[src/rtl/rr_seq_pkg.sv]
package rr_seq_pkg;

   typedef enum logic [1:0] {
      CYC_CMD  = 2'b00,
      CYC_ADDR = 2'b01,
      CYC_DATA = 2'b10
   } cyc_kind_e;

   typedef enum logic [2:0] {
      S_IDLE,
      S_ENTER,
      S_ADDR,
      S_DATA,
      S_APPLY,
      S_FIN
   } seq_state_e;

   localparam logic [7:0] CMD_OPEN  = 8'h36;
   localparam logic [7:0] CMD_APPLY = 8'h16;
   localparam int         STD_OFFSET_COUNT = 8;

   function automatic logic [7:0] std_offset(input int idx);
      case (idx)
         0: return 8'hCC;
         1: return 8'hBF;
         2: return 8'hAA;
         3: return 8'hAB;
         4: return 8'hCD;
         5: return 8'hAD;
         6: return 8'hAE;
         7: return 8'hAF;
         default: return 8'h00;
      endcase
   endfunction

endpackage

[src/rtl/rr_offset_src.sv]
module rr_offset_src #(
   parameter int         NREGS    = 8,
   parameter bit         USE_STD  = 1'b1,
   parameter logic [7:0] ALT_BASE = 8'hA0,
   parameter int         IW       = 3
) (
   input  logic [IW-1:0] idx,
   output logic [7:0]    off
);
   import rr_seq_pkg::*;

   generate
      if (USE_STD) begin : g_std
         if (NREGS > STD_OFFSET_COUNT) begin : g_bad
            $error("default offset list holds only eight registers");
         end
         always_comb off = std_offset(int'(idx));
      end else begin : g_alt
         always_comb off = ALT_BASE + 8'(idx);
      end
   endgenerate

endmodule

[src/rtl/rr_value_table.sv]
module rr_value_table #(
   parameter int DEPTH = 64,
   parameter int AW    = 6
) (
   input  logic          clk,
   input  logic          we,
   input  logic [AW-1:0] waddr,
   input  logic [7:0]    wdata,
   input  logic [AW-1:0] raddr,
   output logic [7:0]    rdata
);
   logic [7:0] mem [DEPTH];

   always_ff @(posedge clk) begin
      if (we && int'(waddr) < DEPTH) mem[waddr] <= wdata;
   end

   always_comb begin
      rdata = 8'h00;
      if (int'(raddr) < DEPTH) rdata = mem[raddr];
   end

endmodule

[src/rtl/rr_seq_ctrl.sv]
module rr_seq_ctrl #(
   parameter int NREGS  = 8,
   parameter int NMODES = 8,
   parameter int MODE_W = 4,
   parameter int AW     = 6,
   parameter int IW     = 3
) (
   input  logic              clk,
   input  logic              rst_n,
   input  logic              start,
   input  logic [MODE_W-1:0] mode,
   input  logic              cyc_ready,
   input  logic              cyc_err,
   input  logic [7:0]        off_byte,
   input  logic [7:0]        val_byte,
   output logic [IW-1:0]     reg_idx,
   output logic [AW-1:0]     base,
   output logic              cyc_valid,
   output logic [1:0]        cyc_type,
   output logic [7:0]        cyc_byte,
   output logic              done,
   output logic              error
);
   import rr_seq_pkg::*;

   localparam logic [IW-1:0] LAST_IDX = IW'(NREGS - 1);

   seq_state_e state;
   logic       err_q;
   logic       take;

   assign take = cyc_valid && cyc_ready;

   always_ff @(posedge clk or negedge rst_n) begin
      if (!rst_n) begin
         state   <= S_IDLE;
         err_q   <= 1'b0;
         reg_idx <= '0;
         base    <= '0;
      end else begin
         case (state)
            S_IDLE: if (start) begin
               reg_idx <= '0;
               base    <= AW'(int'(mode) * NREGS);
               if (int'(mode) >= NMODES) begin
                  err_q <= 1'b1;
                  state <= S_FIN;
               end else begin
                  err_q <= 1'b0;
                  state <= S_ENTER;
               end
            end
            S_ENTER: if (take) begin
               if (cyc_err) begin
                  err_q <= 1'b1;
                  state <= S_FIN;
               end else state <= S_ADDR;
            end
            S_ADDR: if (take) begin
               if (cyc_err) begin
                  err_q <= 1'b1;
                  state <= S_FIN;
               end else state <= S_DATA;
            end
            S_DATA: if (take) begin
               if (cyc_err) begin
                  err_q <= 1'b1;
                  state <= S_FIN;
               end else if (reg_idx == LAST_IDX) begin
                  state <= S_APPLY;
               end else begin
                  reg_idx <= reg_idx + 1'b1;
                  state   <= S_ADDR;
               end
            end
            S_APPLY: if (take) begin
               err_q <= cyc_err;
               state <= S_FIN;
            end
            default: state <= S_IDLE;
         endcase
      end
   end

   always_comb begin
      cyc_valid = 1'b1;
      cyc_type  = CYC_CMD;
      cyc_byte  = 8'h00;
      case (state)
         S_ENTER: cyc_byte = CMD_OPEN;
         S_ADDR: begin
            cyc_type = CYC_ADDR;
            cyc_byte = off_byte;
         end
         S_DATA: begin
            cyc_type = CYC_DATA;
            cyc_byte = val_byte;
         end
         S_APPLY: cyc_byte = CMD_APPLY;
         default: cyc_valid = 1'b0;
      endcase
   end

   assign done  = (state == S_FIN);
   assign error = done && err_q;

   p_open_first_r1: assert property (@(posedge clk) disable iff (!rst_n)
      $rose(cyc_valid) |-> (cyc_type == CYC_CMD && cyc_byte == CMD_OPEN));

   p_abort_r6: assert property (@(posedge clk) disable iff (!rst_n)
      (cyc_valid && cyc_ready && cyc_err) |=> (done && error && !cyc_valid));

   p_reject_r7: assert property (@(posedge clk) disable iff (!rst_n)
      (state == S_IDLE && start && int'(mode) >= NMODES) |=> (done && error));

   p_hold_r8: assert property (@(posedge clk) disable iff (!rst_n)
      (cyc_valid && !cyc_ready) |=> (cyc_valid && $stable(cyc_type) && $stable(cyc_byte)));

   p_busy_start_r9: assert property (@(posedge clk) disable iff (!rst_n)
      (cyc_valid && !cyc_ready && start) |=> cyc_valid);

   p_done_pulse_r10: assert property (@(posedge clk) disable iff (!rst_n)
      done |=> !done);

endmodule

[src/rtl/rr_param_seq.sv]
module rr_param_seq #(
   parameter int         NREGS    = 8,
   parameter int         NMODES   = 8,
   parameter int         MODE_W   = 4,
   parameter bit         USE_STD  = 1'b1,
   parameter logic [7:0] ALT_BASE = 8'hA0,
   parameter int         DEPTH    = NREGS * NMODES,
   parameter int         AW       = (DEPTH > 1) ? $clog2(DEPTH) : 1
) (
   input  logic              clk,
   input  logic              rst_n,
   input  logic              start,
   input  logic [MODE_W-1:0] mode,
   input  logic              tbl_we,
   input  logic [AW-1:0]     tbl_waddr,
   input  logic [7:0]        tbl_wdata,
   output logic              cyc_valid,
   output logic [1:0]        cyc_type,
   output logic [7:0]        cyc_byte,
   input  logic              cyc_ready,
   input  logic              cyc_err,
   output logic              done,
   output logic              error
);
   localparam int IW = (NREGS > 1) ? $clog2(NREGS) : 1;

   if (NREGS < 1 || NMODES < 1) begin : g_bad_size
      $error("register and mode counts must be positive");
   end
   if ((1 << MODE_W) < NMODES) begin : g_bad_mode_w
      $error("mode port too narrow for the mode count");
   end
   if (DEPTH != NREGS * NMODES) begin : g_bad_depth
      $error("table depth must equal registers times modes");
   end

   logic [IW-1:0] reg_idx;
   logic [AW-1:0] base;
   logic [AW-1:0] raddr;
   logic [7:0]    off_byte;
   logic [7:0]    val_byte;

   assign raddr = base + AW'(reg_idx);

   rr_offset_src #(
      .NREGS(NREGS), .USE_STD(USE_STD), .ALT_BASE(ALT_BASE), .IW(IW)
   ) u_off (
      .idx(reg_idx),
      .off(off_byte)
   );

   rr_value_table #(.DEPTH(DEPTH), .AW(AW)) u_tbl (
      .clk  (clk),
      .we   (tbl_we),
      .waddr(tbl_waddr),
      .wdata(tbl_wdata),
      .raddr(raddr),
      .rdata(val_byte)
   );

   rr_seq_ctrl #(
      .NREGS(NREGS), .NMODES(NMODES), .MODE_W(MODE_W), .AW(AW), .IW(IW)
   ) u_ctrl (
      .clk      (clk),
      .rst_n    (rst_n),
      .start    (start),
      .mode     (mode),
      .cyc_ready(cyc_ready),
      .cyc_err  (cyc_err),
      .off_byte (off_byte),
      .val_byte (val_byte),
      .reg_idx  (reg_idx),
      .base     (base),
      .cyc_valid(cyc_valid),
      .cyc_type (cyc_type),
      .cyc_byte (cyc_byte),
      .done     (done),
      .error    (error)
   );

endmodule

[config.mk]
export PLATFORM = sky130hd
export DESIGN_NAME = rr_param_seq
export DESIGN_NICKNAME = d
export VERILOG_FILES = /design/src/rtl/rr_seq_pkg.sv /design/src/rtl/rr_offset_src.sv /design/src/rtl/rr_value_table.sv /design/src/rtl/rr_seq_ctrl.sv /design/src/rtl/rr_param_seq.sv
export SDC_FILE = /design/constraint.sdc
export NUM_CORES = 1
export LEC_CHECK = 0
export ABC_CLOCK_PERIOD_IN_PS = 2800
export BUFFER_PORTS_ARGS = -buffer_cell sky130_fd_sc_hd__buf_2
export CAP_MARGIN = 5
export CELL_PAD_IN_SITES_DETAIL_PLACEMENT = 1
export CELL_PAD_IN_SITES_GLOBAL_PLACEMENT = 1
export CORE_MARGIN = 1.5
export CORE_UTILIZATION = 50
export CTS_CLUSTER_DIAMETER = 120
export DETAILED_ROUTE_END_ITERATION = 10
export PLACE_DENSITY = 0.85
export SLEW_MARGIN = 20
export SYNTH_ARGS = -nofsm -noshare
export SYNTH_HDL_FRONTEND = slang
export SYNTH_SLANG_ARGS = --single-unit
[constraint.sdc]
create_clock -name clk -period 2.8 [get_ports clk]
set_input_delay 0.14 -clock clk [delete_from_list [all_inputs] [get_ports clk]]
set_output_delay 0.14 -clock clk [all_outputs]
set_load 0.1 [all_outputs]
==> metrics.txt <==
Die X-Extent ~210 um; ys async rst share under 10%; PD cells between 800 and 900 mW/mm2; worst ir drop on vdd 0.5949 mV; f_max around 310 MHz; DRT Pass-1 Iters 5; endpoints failing setup 8; sequential element share of the synthesized area 75.05%; cts bufs inserted 50; Hold Path Class input port to flop; first-pass GRT wire length approximately 93 mm; worst-case clock buffer depth 3; Global Route Usage Sum ~30%; Post-Route WL around 66 mm; fin nets ~1300; die area approximately 0.043 mm2; Synth Area per Inst between 15 and 20 um2; vias in the first global route ~13000; Final WS setup -0.4048 ns; fraction of layout cells with a size suffix above 1 roughly 38%; Initial DRC Count around 1800; Worst Reg-to-Reg Cells 6; endpoint of the worst register-to-register path u_ctrl.reg_idx[2]$_DFFE_PN0P_; Min Hold Slack between 0.04 and 0.05 ns; io pins 37; CTS tree built; Yosys cell types 48; Final Hold Violating Endpoints 0; leak pwr 8.100 nW; top cell type by total area after synthesis edfxtp_1; pin count of the biggest net entering global routing between 60 and 70; initial antenna violation count 0; GRT overflow 0; clk root buf clkbuf_16; Worst EP required ~2.7 ns; total vias in the final route about 13000; die height 207.1 um; setup TNS -2.883 ns; initial core utilization between 50% and 60%; Final period util 114.5%; Detailed Place HPWL 36.07 mm; synth top area cells edfxtp_1 74%, mux4_2 13%, mux2_2 1.7%; dpl cell area 0.02257 mm2; row count between 70 and 80; CP Launch Type flop; Post-synth top flop edfxtp_1; worst endpoint data arrival time approximately 3.1 ns; Max Slew Vio Count 0; cell area after synthesis around 0.021 mm2; clock latency at the later pin of the worst-skew pair approximately 0.58 ns; crit path max fanout 7; clk sinks 522; Vias per Instance slightly below 7; Filler Cell Count between 3000 and 4000; Area growth syn-to-layout 20.92%; minimum clock period between 3 and 4 ns; failing checks negative setup slack; Post-Place Worst Slack between 0.02 and 0.03 ns; DRC 0; Synth Net Count around 1100; post-synth top area share 73.85%; R2R Path Start u_ctrl.reg_idx[0]$_DFFE_PN0P_; Critical Path Start u_ctrl.reg_idx[0]$_DFFE_PN0P_; crit end category output port; status finished with violations; Clk pin slew, worst setup/hold paths approximately 0.06 ns; Core Area between 0.04 and 0.05 mm2; clk_skew roughly 0.008 ns; Routed Antenna Nets 0; warnings from Yosys 0; RePlAce Congestion between 0.9 and 1; worst reg2reg setup slack about 0.21 ns; ANT cells 0; Worst Max-Slew Pin Slew a little over 1 ns; MaxCap Viol Count 0; #FFs+latches synth between 500 and 600; DR WL/cell about 36 um; Final Cell Area about 0.025 mm2; cells after synthesis ~1100; Slew HR a little under a third; overall power approximately 21 mW; Worst Setup EP cyc_byte[0]; critical path type flop to output port; H-tree Lvls 2; Post-synth EDFFs between 500 and 600; RSZ-0062 raised after global routing yes; PortBufs 36
-- layout make-up --
cell class	instances	area (um2)	share of cell area (%)
multi-input cells	485	5341	21.22
repair buffers	209	1961	7.788
flip-flops and latches	522	15640	62.11
clock inverters	19	116.4	0.4622
inverters	9	41.29	0.1640
well taps	532	665.6	2.644
clock buffers	71	1414	5.616
-- state kept, by name, summed over array words and instances, names as in the netlist --
signal,count
u_tbl.mem,512
u_ctrl.reg_idx,3
u_ctrl.err_q,1
u_ctrl.base,3
u_ctrl.state,3
-- cell usage in the layout, fill, tap and decap left out, types with 13 or more instances in the layout --
master / n
buf_12: 21
buf_2: 26
buf_4: 134
clkbuf_1: 16
clkbuf_16: 55
edfxtp_1: 512
mux2_2: 30
mux4_2: 119
nand2_1: 45
nand2b_1: 13
nand3_1: 23
nor2_1: 74
o22ai_1: 15
o22ai_2: 14
-- per-layer routing --
metal  track usage [%]  vias to the layer above  part of all wire [%]  wire length (um)
met1             39.94                     6467                    36             23590
met5                 0                        -                 0.077                51
met3             4.669                      230                   9.3              6128
met4             13.92                        2                   5.5              3605
met2             49.61                     1033                    49             32540
li1                  -                     4779                     -                 -
-- Yosys cell counts (all sizes together), types with 2 or more instances --
| cell | count |
|---|---|
| mux2i | 9 |
| mux2 | 35 |
| nor2 | 76 |
| nand2b | 16 |
| a31oi | 8 |
| o32ai | 2 |
| o22ai | 32 |
| or3 | 2 |
| clkbuf | 23 |
| or2 | 4 |
| nor3 | 6 |
| nor2b | 12 |
| nand3b | 3 |
| a22oi | 11 |
| o31ai | 2 |
| nand2 | 53 |
| ha | 6 |
| o311ai | 2 |
| buf | 35 |
| a21oi | 14 |
| mux4 | 119 |
| nand3 | 26 |
| dfrtp | 10 |
| a211oi | 6 |
| edfxtp | 512 |
| a32oi | 2 |
| inv | 8 |
| o21ai | 27 |
-- how the worst min path moves through the flow --
stage | slack, ns | startpoint | endpoint | cells past startpoint
6_report | 0.05 | tbl_wdata[2] | u_tbl.mem[2][2]$_DFFE_PP_ | 1
5_1_grt | 0.06 | tbl_wdata[2] | u_tbl.mem[2][2]$_DFFE_PP_ | 1
4_1_cts | 0.01 | tbl_wdata[2] | u_tbl.mem[2][2]$_DFFE_PP_ | 1
3_5_place_dp | 0.03 | rst_n | u_ctrl.err_q$_DFFE_PN0P_ | 1
3_3_place_gp | 0.04 | rst_n | u_ctrl.err_q$_DFFE_PN0P_ | 1
2_1_floorplan | -0.16 | rst_n | u_ctrl.base[3]$_DFFE_PN0P_ | 0
-- report_power, final --
group / internal (mW) / leakage [nW] / switching [mW] / total [mW]
combinational: 2.28 / 2.62 / 3.71 / 5.99
clock: 3.60 / 0.757 / 2.93 / 6.54
sequential: 8.69 / 4.73 / 0.160 / 8.85
total: 14.6 / 8.10 / 6.80 / 21.4
-- kinds of logic (layout without fill, tap and decap cells) --
kind of cell,Yosys count,count (layout),synth area share [%]
buf+inv,67,308,1.581
fa+ha+maj,6,6,0.3606
xor+xnor,1,1,0.04208
flops,522,522,75.05
compound gates,111,111,3.324
simple gates,204,204,4.441
mux,163,163,15.20
-- metrics by stage --
stage | util [%] | std cells
floorplan | - | 1074
global placement | 55.15 | 1711
detailed placement | 55.15 | 1711
CTS | 60.91 | 1840
global route | 61.51 | 1847
finish | 61.51 | 1847
-- worst max-delay path, cell delays in order, from the launching register on --
cell and delay, ns:
dfrtp_4 0.54, buf_12 0.17, buf_4 0.15, buf_12 0.13
mux4_2 0.52, nand2_1 0.12, nand3_1 0.19, a32oi_2 0.38
o21ai_4 0.10, buf_12 0.18
-- what timing repair did --
item / CTS / global route
pin swaps: 16 / 18
hold endpoints to repair: 17 / 0
gates cloned: 5 / 2
endpoints found under the setup margin: 8 / 8
hold buffers: 10 / 0
resized for setup: 85 / 43
setup buffers: 24 / 12
Power figures use the tool's default switching activity.
